--- config.mk ---
export PLATFORM = sky130hd
export DESIGN_NAME = irq_status_reg
export DESIGN_NICKNAME = d
export VERILOG_FILES = /design/src/rtl/irq_status_pkg.sv /design/src/rtl/irq_flag_cell.sv /design/src/rtl/irq_summary.sv /design/src/rtl/irq_status_reg.sv
export SDC_FILE = /design/constraint.sdc
export NUM_CORES = 1
export LEC_CHECK = 0
export ABC_AREA = 1
export ABC_CLOCK_PERIOD_IN_PS = 1000
export BUFFER_PORTS_ARGS = -buffer_cell sky130_fd_sc_hd__buf_2
export CAP_MARGIN = 0
export CELL_PAD_IN_SITES_DETAIL_PLACEMENT = 1
export CELL_PAD_IN_SITES_GLOBAL_PLACEMENT = 1
export CORE_MARGIN = 1
export CORE_UTILIZATION = 30
export DETAILED_ROUTE_END_ITERATION = 16
export PLACE_DENSITY = 0.8
export SYNTH_ARGS = -nofsm -noshare
export SYNTH_HDL_FRONTEND = slang
export SYNTH_SLANG_ARGS = --single-unit
--- constraint.sdc ---
create_clock -name clk_i -period 1 [get_ports clk_i]
set_input_delay 0.2 -clock clk_i [delete_from_list [all_inputs] [get_ports clk_i]]
set_output_delay 0.2 -clock clk_i [all_outputs]
set_load 0.1 [all_outputs]
--- src/rtl/irq_status_pkg.sv ---
package irq_status_pkg;
  localparam int unsigned NUM_SRC = 3;
  localparam int unsigned STAT_W  = 8;

  typedef enum logic [1:0] {
    SRC_UPDATE   = 2'd0,
    SRC_ALARM    = 2'd1,
    SRC_PERIODIC = 2'd2
  } src_idx_e;
endpackage

--- src/rtl/irq_flag_cell.sv ---
module irq_flag_cell (
  input  logic clk_i,
  input  logic rst_ni,
  input  logic evt_i,
  input  logic rd_i,
  input  logic rd_end_i,
  output logic flag_o,
  output logic pend_o
);
  always_ff @(posedge clk_i or negedge rst_ni) begin
    if (!rst_ni) begin
      flag_o <= 1'b0;
      pend_o <= 1'b0;
    end else if (rd_end_i) begin
      // clear on trailing edge, merge parked and same-cycle event
      flag_o <= pend_o | evt_i;
      pend_o <= 1'b0;
    end else if (rd_i) begin
      pend_o <= pend_o | evt_i;
    end else begin
      flag_o <= flag_o | evt_i;
    end
  end
endmodule

--- src/rtl/irq_summary.sv ---
module irq_summary #(
  parameter int unsigned NUM_SRC = 3,
  parameter int unsigned UPD_IDX = 0
) (
  input  logic [NUM_SRC-1:0] flags_i,
  input  logic [NUM_SRC-1:0] en_i,
  input  logic               set_mode_i,
  output logic               sum_o
);
  logic [NUM_SRC-1:0] en_eff;

  always_comb begin
    en_eff = en_i;
    if (set_mode_i) en_eff[UPD_IDX] = 1'b0;
    sum_o = |(flags_i & en_eff);
  end
endmodule

--- src/rtl/irq_status_reg.sv ---
module irq_status_reg
  import irq_status_pkg::*;
#(
  parameter int unsigned N_SRC  = NUM_SRC,
  parameter int unsigned DATA_W = STAT_W
) (
  input  logic              clk_i,
  input  logic              rst_ni,
  input  logic [N_SRC-1:0]  evt_i,
  input  logic [N_SRC-1:0]  en_i,
  input  logic              set_mode_i,
  input  logic              rd_i,
  output logic [DATA_W-1:0] status_o,
  output logic              irq_drive_o,
  output logic              upd_en_clr_o
);
  localparam int unsigned PAD_W = DATA_W - 1 - N_SRC;

  logic             rd_q, set_q, rd_end, sum;
  logic [N_SRC-1:0] flag_w, pend_w;

  always_ff @(posedge clk_i or negedge rst_ni) begin
    if (!rst_ni) begin
      rd_q  <= 1'b0;
      set_q <= 1'b0;
    end else begin
      rd_q  <= rd_i;
      set_q <= set_mode_i;
    end
  end

  assign rd_end = rd_q & ~rd_i;

  for (genvar g = 0; g < N_SRC; g++) begin : g_cell
    irq_flag_cell u_cell (
      .clk_i   (clk_i),
      .rst_ni  (rst_ni),
      .evt_i   (evt_i[g]),
      .rd_i    (rd_i),
      .rd_end_i(rd_end),
      .flag_o  (flag_w[g]),
      .pend_o  (pend_w[g])
    );
  end

  irq_summary #(.NUM_SRC(N_SRC), .UPD_IDX(int'(SRC_UPDATE))) u_sum (
    .flags_i   (flag_w),
    .en_i      (en_i),
    .set_mode_i(set_mode_i),
    .sum_o     (sum)
  );

  assign status_o     = {sum, flag_w, {PAD_W{1'b0}}};
  assign irq_drive_o  = sum;
  assign upd_en_clr_o = set_mode_i & ~set_q;
endmodule

==> metrics, run 1 <==
DP Cell Count 88; final setup skew about 0.00074 ns; fin util 0.518; Max-Cap Viols 0; data arrival time of the worst path 1.03 ns; kind of start point of the critical path flop; mux contribution to synthesized area 0; Simple-Gate Fraction of Synth Area 0.235; fraction of post-synthesis cell area in the top cell type by area 0.437; multi-input combinational cell area a little under 200 µm²; clk sinks 8; number of warnings reported in the yosys synthesis log 0; required time of the worst setup path roughly 0.80 ns; post-route non-filler standard cell count 94; combinational family with the most area after synthesis simple AND/OR/NAND/NOR gates; violations in the final reports negative setup slack; wire length of the first global-routing pass approximately 1700 µm; placed cell areas between 600 and 700 µm²; worst IR drop on VDD around 0.00075 V; half-perimeter wire length of the detailed placement result around 900 µm; fraction of layout instances using a drive strength above 1 0.443; layout-stage area growth over the synthesis result 54.6%; startpoint of the lowest-slack register-to-register path g_cell[1].u_cell.flag_o; fill cell instance count of the final layout 169; final setup TNS -1.02 ns; count of final max-slew check failures 0; cell accounting for the most synthesized area sky130_fd_sc_hd__dfrtp_1; effective utilization at floorplan 0.335; Static Leak around 0.38 nW; total power divided by cell area about 1800 mW/mm²; outcome complete, but fails checks; maximum fanout along the worst path 2; mean instance size in the synthesized netlist approximately 7.6 µm²; Final #Nets a little over 90; kind of end point of the critical path primary output; RSZ-0062 raised after global routing true; Via-to-Cell Ratio about 4.5; wire length per cell after detailed routing 12.3 µm; final routed wirelength across all metal layers approximately 1200 µm; compound-gate portion of the synthesized area 0.0902; number of buffers between clock root and the deepest sink 2; period utilisation layout 1.23; Top-Level Pins 20; iteration count of the initial detailed-routing pass 2; final weighted congestion in routability-driven placement around 0.72; Mapped Cells 60; number of remaining DRC errors 0; Hold WS about 0.09 ns; total power around 1.3 mW; minimum clock period after layout 1.23 ns; die width a little over 40 µm; # port buffers 15; Die Outline Area about 0.0017 mm²; unique cell type count in the Yosys netlist 11; leading post-synthesis cells by cell area sky130_fd_sc_hd__dfrtp_1, sky130_fd_sc_hd__nand2_1, sky130_fd_sc_hd__buf_4; post-placement worst setup slack -0.0710 ns; Seq. cell area 200 µm²; post-route worst setup slack -0.229 ns; clock tree from TritonCTS built; class of the worst hold path primary input to flop; flop2flop setup slack roughly 0.04 ns; CTS H-tree lvls 1; core area approximately 0.0014 mm²; Cell Area, Synth about 460 µm²; Antenna Nets Post-Route 0; antenna violations before repair 0; Placement Rows 13; sequential cell area fraction in the yosys report 0.437; count of antenna diodes in the layout 0; cell count of the worst reg-to-reg path 6; remaining global-route overflow 0; worst flop-to-flop path endpoint g_cell[1].u_cell.flag_o; Tot GR Track Use 0.167; CTS root buffer sky130_fd_sc_hd__clkbuf_4; arithmetic-cell share of the synthesized area counting full adders, half adders and majority gates 0; number of buffers created by CTS 3; largest net degree at the start of global routing 10; via count of the first global-routing pass 411; maximum operating frequency between 800 and 900 MHz; Starting DRT DRC Count 3; Yosys reg bits 8; XOR/XNOR share of the synthesized area 0; timing startpoint of the critical path g_cell[1].u_cell.flag_o; final setup violation count 6; source-to-sink clock delay at the later pin of the worst-skew pair around 0.25 ns; endpoint of the worst setup timing path status_o[7]; clock transition at the registers of the reported paths 0.05 ns; count of vias placed by the detailed router between 400 and 500; area of all placed cells without fillers 708 µm²; kind of critical path flop to primary output; final hold violation count 0; depth of the worst hold-timing path 1; Chip Height 41.1 µm
final cells by class:
class                           count  share of cell area
Multi-Input combinational cell     35               0.274
Clock buffer                        3              0.0318
Timing Repair Buffer               21               0.322
Tap cell                           15              0.0265
Inverter                           12              0.0636
Sequential cell                     8               0.283
layer usage:
metal,up-vias,share of wire,track usage
li1,207,-,-
met1,199,0.37,0.162
met2,14,0.58,0.309
met3,2,0.043,0.0326
met4,0,0.0069,0.117
met5,-,0,0
how the worst min path moves through the flow:
| stage | start | end |
|---|---|---|
| after detailed placement | rst_ni | g_cell[2].u_cell.pend_o |
| after CTS | set_mode_i | set_q |
| after global routing | set_mode_i | set_q |
| final | set_mode_i | set_q |
| after floorplan | rst_ni | g_cell[0].u_cell.flag_o |
| after global placement | rst_ni | g_cell[1].u_cell.pend_o |
timing repair:
item	4_1_cts	5_1_grt
resized for setup	3	4
hold endpoints to repair	8	0
hold buffers	1	0
buffers inserted	2	0
pin swaps	2	1
endpoints found under the setup margin	6	8
critical path: stages (launching register included):
cell	delay, ns
sky130_fd_sc_hd__dfrtp_1	0.40
sky130_fd_sc_hd__nand2_2	0.09
sky130_fd_sc_hd__nand3_4	0.11
sky130_fd_sc_hd__buf_12	0.18
flip-flops by register name, indices dropped and copies added (netlist names):
name                  count
rd_q                      1
set_q                     1
g_cell.u_cell.pend_o      3
g_cell.u_cell.flag_o      3
synth_stat cells (all sizes together):
cell type / instances
buf: 8
dfrtp: 8
o21ai: 6
nand2: 17
conb: 1
inv: 12
nor2: 3
nand3: 5
cell usage in the layout, fill, tap and decap left out:
cell type and instances:
sky130_fd_sc_hd__nor2_4 2, sky130_fd_sc_hd__o21ai_2 3, sky130_fd_sc_hd__dlygate4sd3_1 1, sky130_fd_sc_hd__inv_2 3, sky130_fd_sc_hd__dfrtp_1 8, sky130_fd_sc_hd__nor2_1 1, sky130_fd_sc_hd__conb_1 4, sky130_fd_sc_hd__nand2_1 15
sky130_fd_sc_hd__nand3_1 3, sky130_fd_sc_hd__buf_4 1, sky130_fd_sc_hd__buf_6 4, sky130_fd_sc_hd__nand3_4 1, sky130_fd_sc_hd__nand3_2 1, sky130_fd_sc_hd__buf_12 6, sky130_fd_sc_hd__nand2_2 2, sky130_fd_sc_hd__buf_2 9
sky130_fd_sc_hd__clkbuf_4 3, sky130_fd_sc_hd__inv_1 9, sky130_fd_sc_hd__o21ai_0 3
kinds of logic (layout without fill, tap and decap cells):
| family | after synthesis | after routing |
|---|---|---|
| flip-flops | 8 | 8 |
| AO/OA/AOI/OAI | 6 | 6 |
| AND/OR/NAND/NOR | 25 | 25 |
| other | 1 | 4 |
| buffers and inverters | 20 | 36 |
power breakdown:
part	total [mW]	leakage, nW	internal [mW]	switching, mW
Sequential	0.379	0.0940	0.356	0.0239
Combinational	0.635	0.269	0.216	0.419
Clock	0.245	0.0138	0.137	0.108
(Power assumes the default switching activity.)
==> run 2: changes to the inputs <==
--- a/config.mk
+++ b/config.mk
@@ -13,8 +13,10 @@
 export CELL_PAD_IN_SITES_GLOBAL_PLACEMENT = 1
 export CORE_MARGIN = 1
 export CORE_UTILIZATION = 30
+export CTS_CLUSTER_SIZE = 28
 export DETAILED_ROUTE_END_ITERATION = 16
 export PLACE_DENSITY = 0.8
+export RECOVER_POWER = 100
 export SYNTH_ARGS = -nofsm -noshare
 export SYNTH_HDL_FRONTEND = slang
 export SYNTH_SLANG_ARGS = --single-unit
==> run 2 against run 1 <==
Net effect:
- the run still ends with negative setup slack left
- die area unchanged
- non-clock buffer count is the same
- sequential share of layout area grew 0.46 points
- clock skew is essentially flat
- via count grew 1.9%
- worst hold slack improved by 0.012 ns
- critical endpoint unchanged
==> metrics, run 2 (synthesis results as in run 1) <==
outcome complete, but fails checks; violations in the final reports negative setup slack; Top Registers g_cell.u_cell.flag_o x3, g_cell.u_cell.pend_o x3; # port buffers 15; wire length of the first global-routing pass approximately 1700 µm; half-perimeter wire length of the detailed placement result roughly 900 µm; number of buffers created by CTS 3; fraction of layout instances using a drive strength above 1 0.392; Tot GR Track Use 0.167; count of vias placed by the detailed router 430; kind of end point of the critical path primary output; kind of critical path flop to primary output; Top-Level Pins 20; Int Pwr 0.706 mW; part of the power in registers 0.301; kind of start point of the critical path flop; placed cell areas 643 µm²; clock transition at the registers of the reported paths 0.05 ns; final hold violation count 0; count of final max-slew check failures 0; crit path buf inv count 1; class of the worst hold path primary input to flop; antenna violations before repair 0; largest net degree at the start of global routing 10; clock tree from TritonCTS built; Final #Nets a little over 90; final setup violation count 6; fin util 0.510; net switching fraction of the power 0.438; CTS H-tree lvls 1; core area roughly 0.0014 mm²; maximum operating frequency 812 MHz; highest-count cells in the layout ignoring fill and taps sky130_fd_sc_hd__nand2_1, sky130_fd_sc_hd__inv_1, sky130_fd_sc_hd__dfrtp_1; period utilisation layout 1.23; post-route worst setup slack -0.231 ns; Placement Rows 13; area of all placed cells without fillers 697 µm²; relative contribution of the clock network to total power 0.197; CP max-delay cell sky130_fd_sc_hd__dfrtp_1; effective utilization at floorplan 0.335; layout-stage area growth over the synthesis result 52.2%; total power 1.26 mW; source-to-sink clock delay at the later pin of the worst-skew pair ~0.25 ns; via count of the first global-routing pass slightly above 400; Chip Height approximately 41 µm; maximum fanout along the worst path 2; number of stages on the worst setup path 3; final routed wirelength across all metal layers ~1200 µm; cell count of the worst reg-to-reg path 3; Via-to-Cell Ratio 4.57; total power divided by cell area about 1800 mW/mm²; depth of the worst hold-timing path 1; remaining global-route overflow 0; post-placement worst setup slack -0.0710 ns; wire length per cell after detailed routing around 12 µm; count of antenna diodes in the layout 0; Starting DRT DRC Count 4; minimum clock period after layout between 1 and 1.5 ns; Psw between 0.5 and 0.6 mW; CTS root buffer sky130_fd_sc_hd__clkbuf_4; delay of the slowest critical-path stage around 0.40 ns; Max-Cap Viols 0; data arrival time of the worst path 1.03 ns; number of buffers between clock root and the deepest sink 2; iteration count of the initial detailed-routing pass 2; CP top delay family flip-flops; CP cell instances nand2_2, nand3_4, buf_12; required time of the worst setup path around 0.8 ns; Die Outline Area roughly 0.0017 mm²; final setup skew between 0.0006 and 0.0007 ns; RSZ-0062 raised after global routing true; clk sinks 8; number of remaining DRC errors 0; Antenna Nets Post-Route 0; most common library cell in the layout ignoring fill and taps sky130_fd_sc_hd__nand2_1; worst IR drop on VDD between 0.0007 and 0.0008 V; final weighted congestion in routability-driven placement a little over 0.7; Static Leak about 0.37 nW; die width slightly above 40 µm; final setup TNS -1.04 ns; combinational cell fraction of total power 0.502
run 2: cell types whose count changed in the layout (fill, tap and decap cells not counted):
cell                       delta
sky130_fd_sc_hd__buf_2        -3
sky130_fd_sc_hd__clkbuf_1     +3
sky130_fd_sc_hd__nor2_1       +1
sky130_fd_sc_hd__nor2_4       -1
run 2: what timing repair did:
item,in CTS,in global routing
hold buffers,1,0
pin swaps,2,1
hold endpoints to repair,8,0
buffers inserted,2,0
resized for setup,3,4
endpoints found under the setup margin,6,8
run 2: final cells by class:
cell class,instances,area [µm²]
Multi-Input combinational cell,35,186
Tap cell,15,18.8
Fill cell,172,669
Clock buffer,3,22.5
Sequential cell,8,200
Timing Repair Buffer,21,224
Inverter,12,45.0
run 2: path summary, 6_finish.rpt:
check | start | to | slack, ns
hold / removal | set_mode_i | set_q | 0.10
max in group asynchronous | rst_ni | set_q | 0.29
setup reg to reg | rd_q | g_cell[1].u_cell.pend_o | 0.03
min in group asynchronous | rst_ni | g_cell[2].u_cell.pend_o | 0.40
setup / recovery | g_cell[1].u_cell.flag_o | status_o[7] | -0.23
hold reg to reg | g_cell[2].u_cell.pend_o | g_cell[2].u_cell.pend_o | 0.53
run 2: worst register-to-register path: stages (launching register included):
cell                      delay [ns]
sky130_fd_sc_hd__dfrtp_1        0.38
sky130_fd_sc_hd__nor2_1         0.28
sky130_fd_sc_hd__inv_2          0.11
sky130_fd_sc_hd__o21ai_2        0.12
run 2: power by group through the flow:
stage                     registers, mW  clock network, mW  logic (mW)
final                             0.378              0.248       0.631
after global placement            0.378                  0       0.587
after global routing              0.381              0.281       0.665
after CTS                         0.379              0.262       0.628
after detailed placement          0.381                  0       0.600
after floorplan                   0.382                  0       0.440
run 2: through the flow:
stage | hold WS [ns] | std cells
after floorplan | -0.0956 | 63
after global placement | 0.0571 | 88
after detailed placement | 0.0552 | 88
after global routing | 0.0966 | 94
after CTS | 0.0754 | 94
final | 0.102 | 94
run 2: per-layer routing:
layer  up-vias  global-route usage  wire [µm]
li1        207                   -          -
met1       201               0.162        437
met2        17               0.309        649
met3         5              0.0326         51
met4         0               0.117         29
met5         -                   0          0
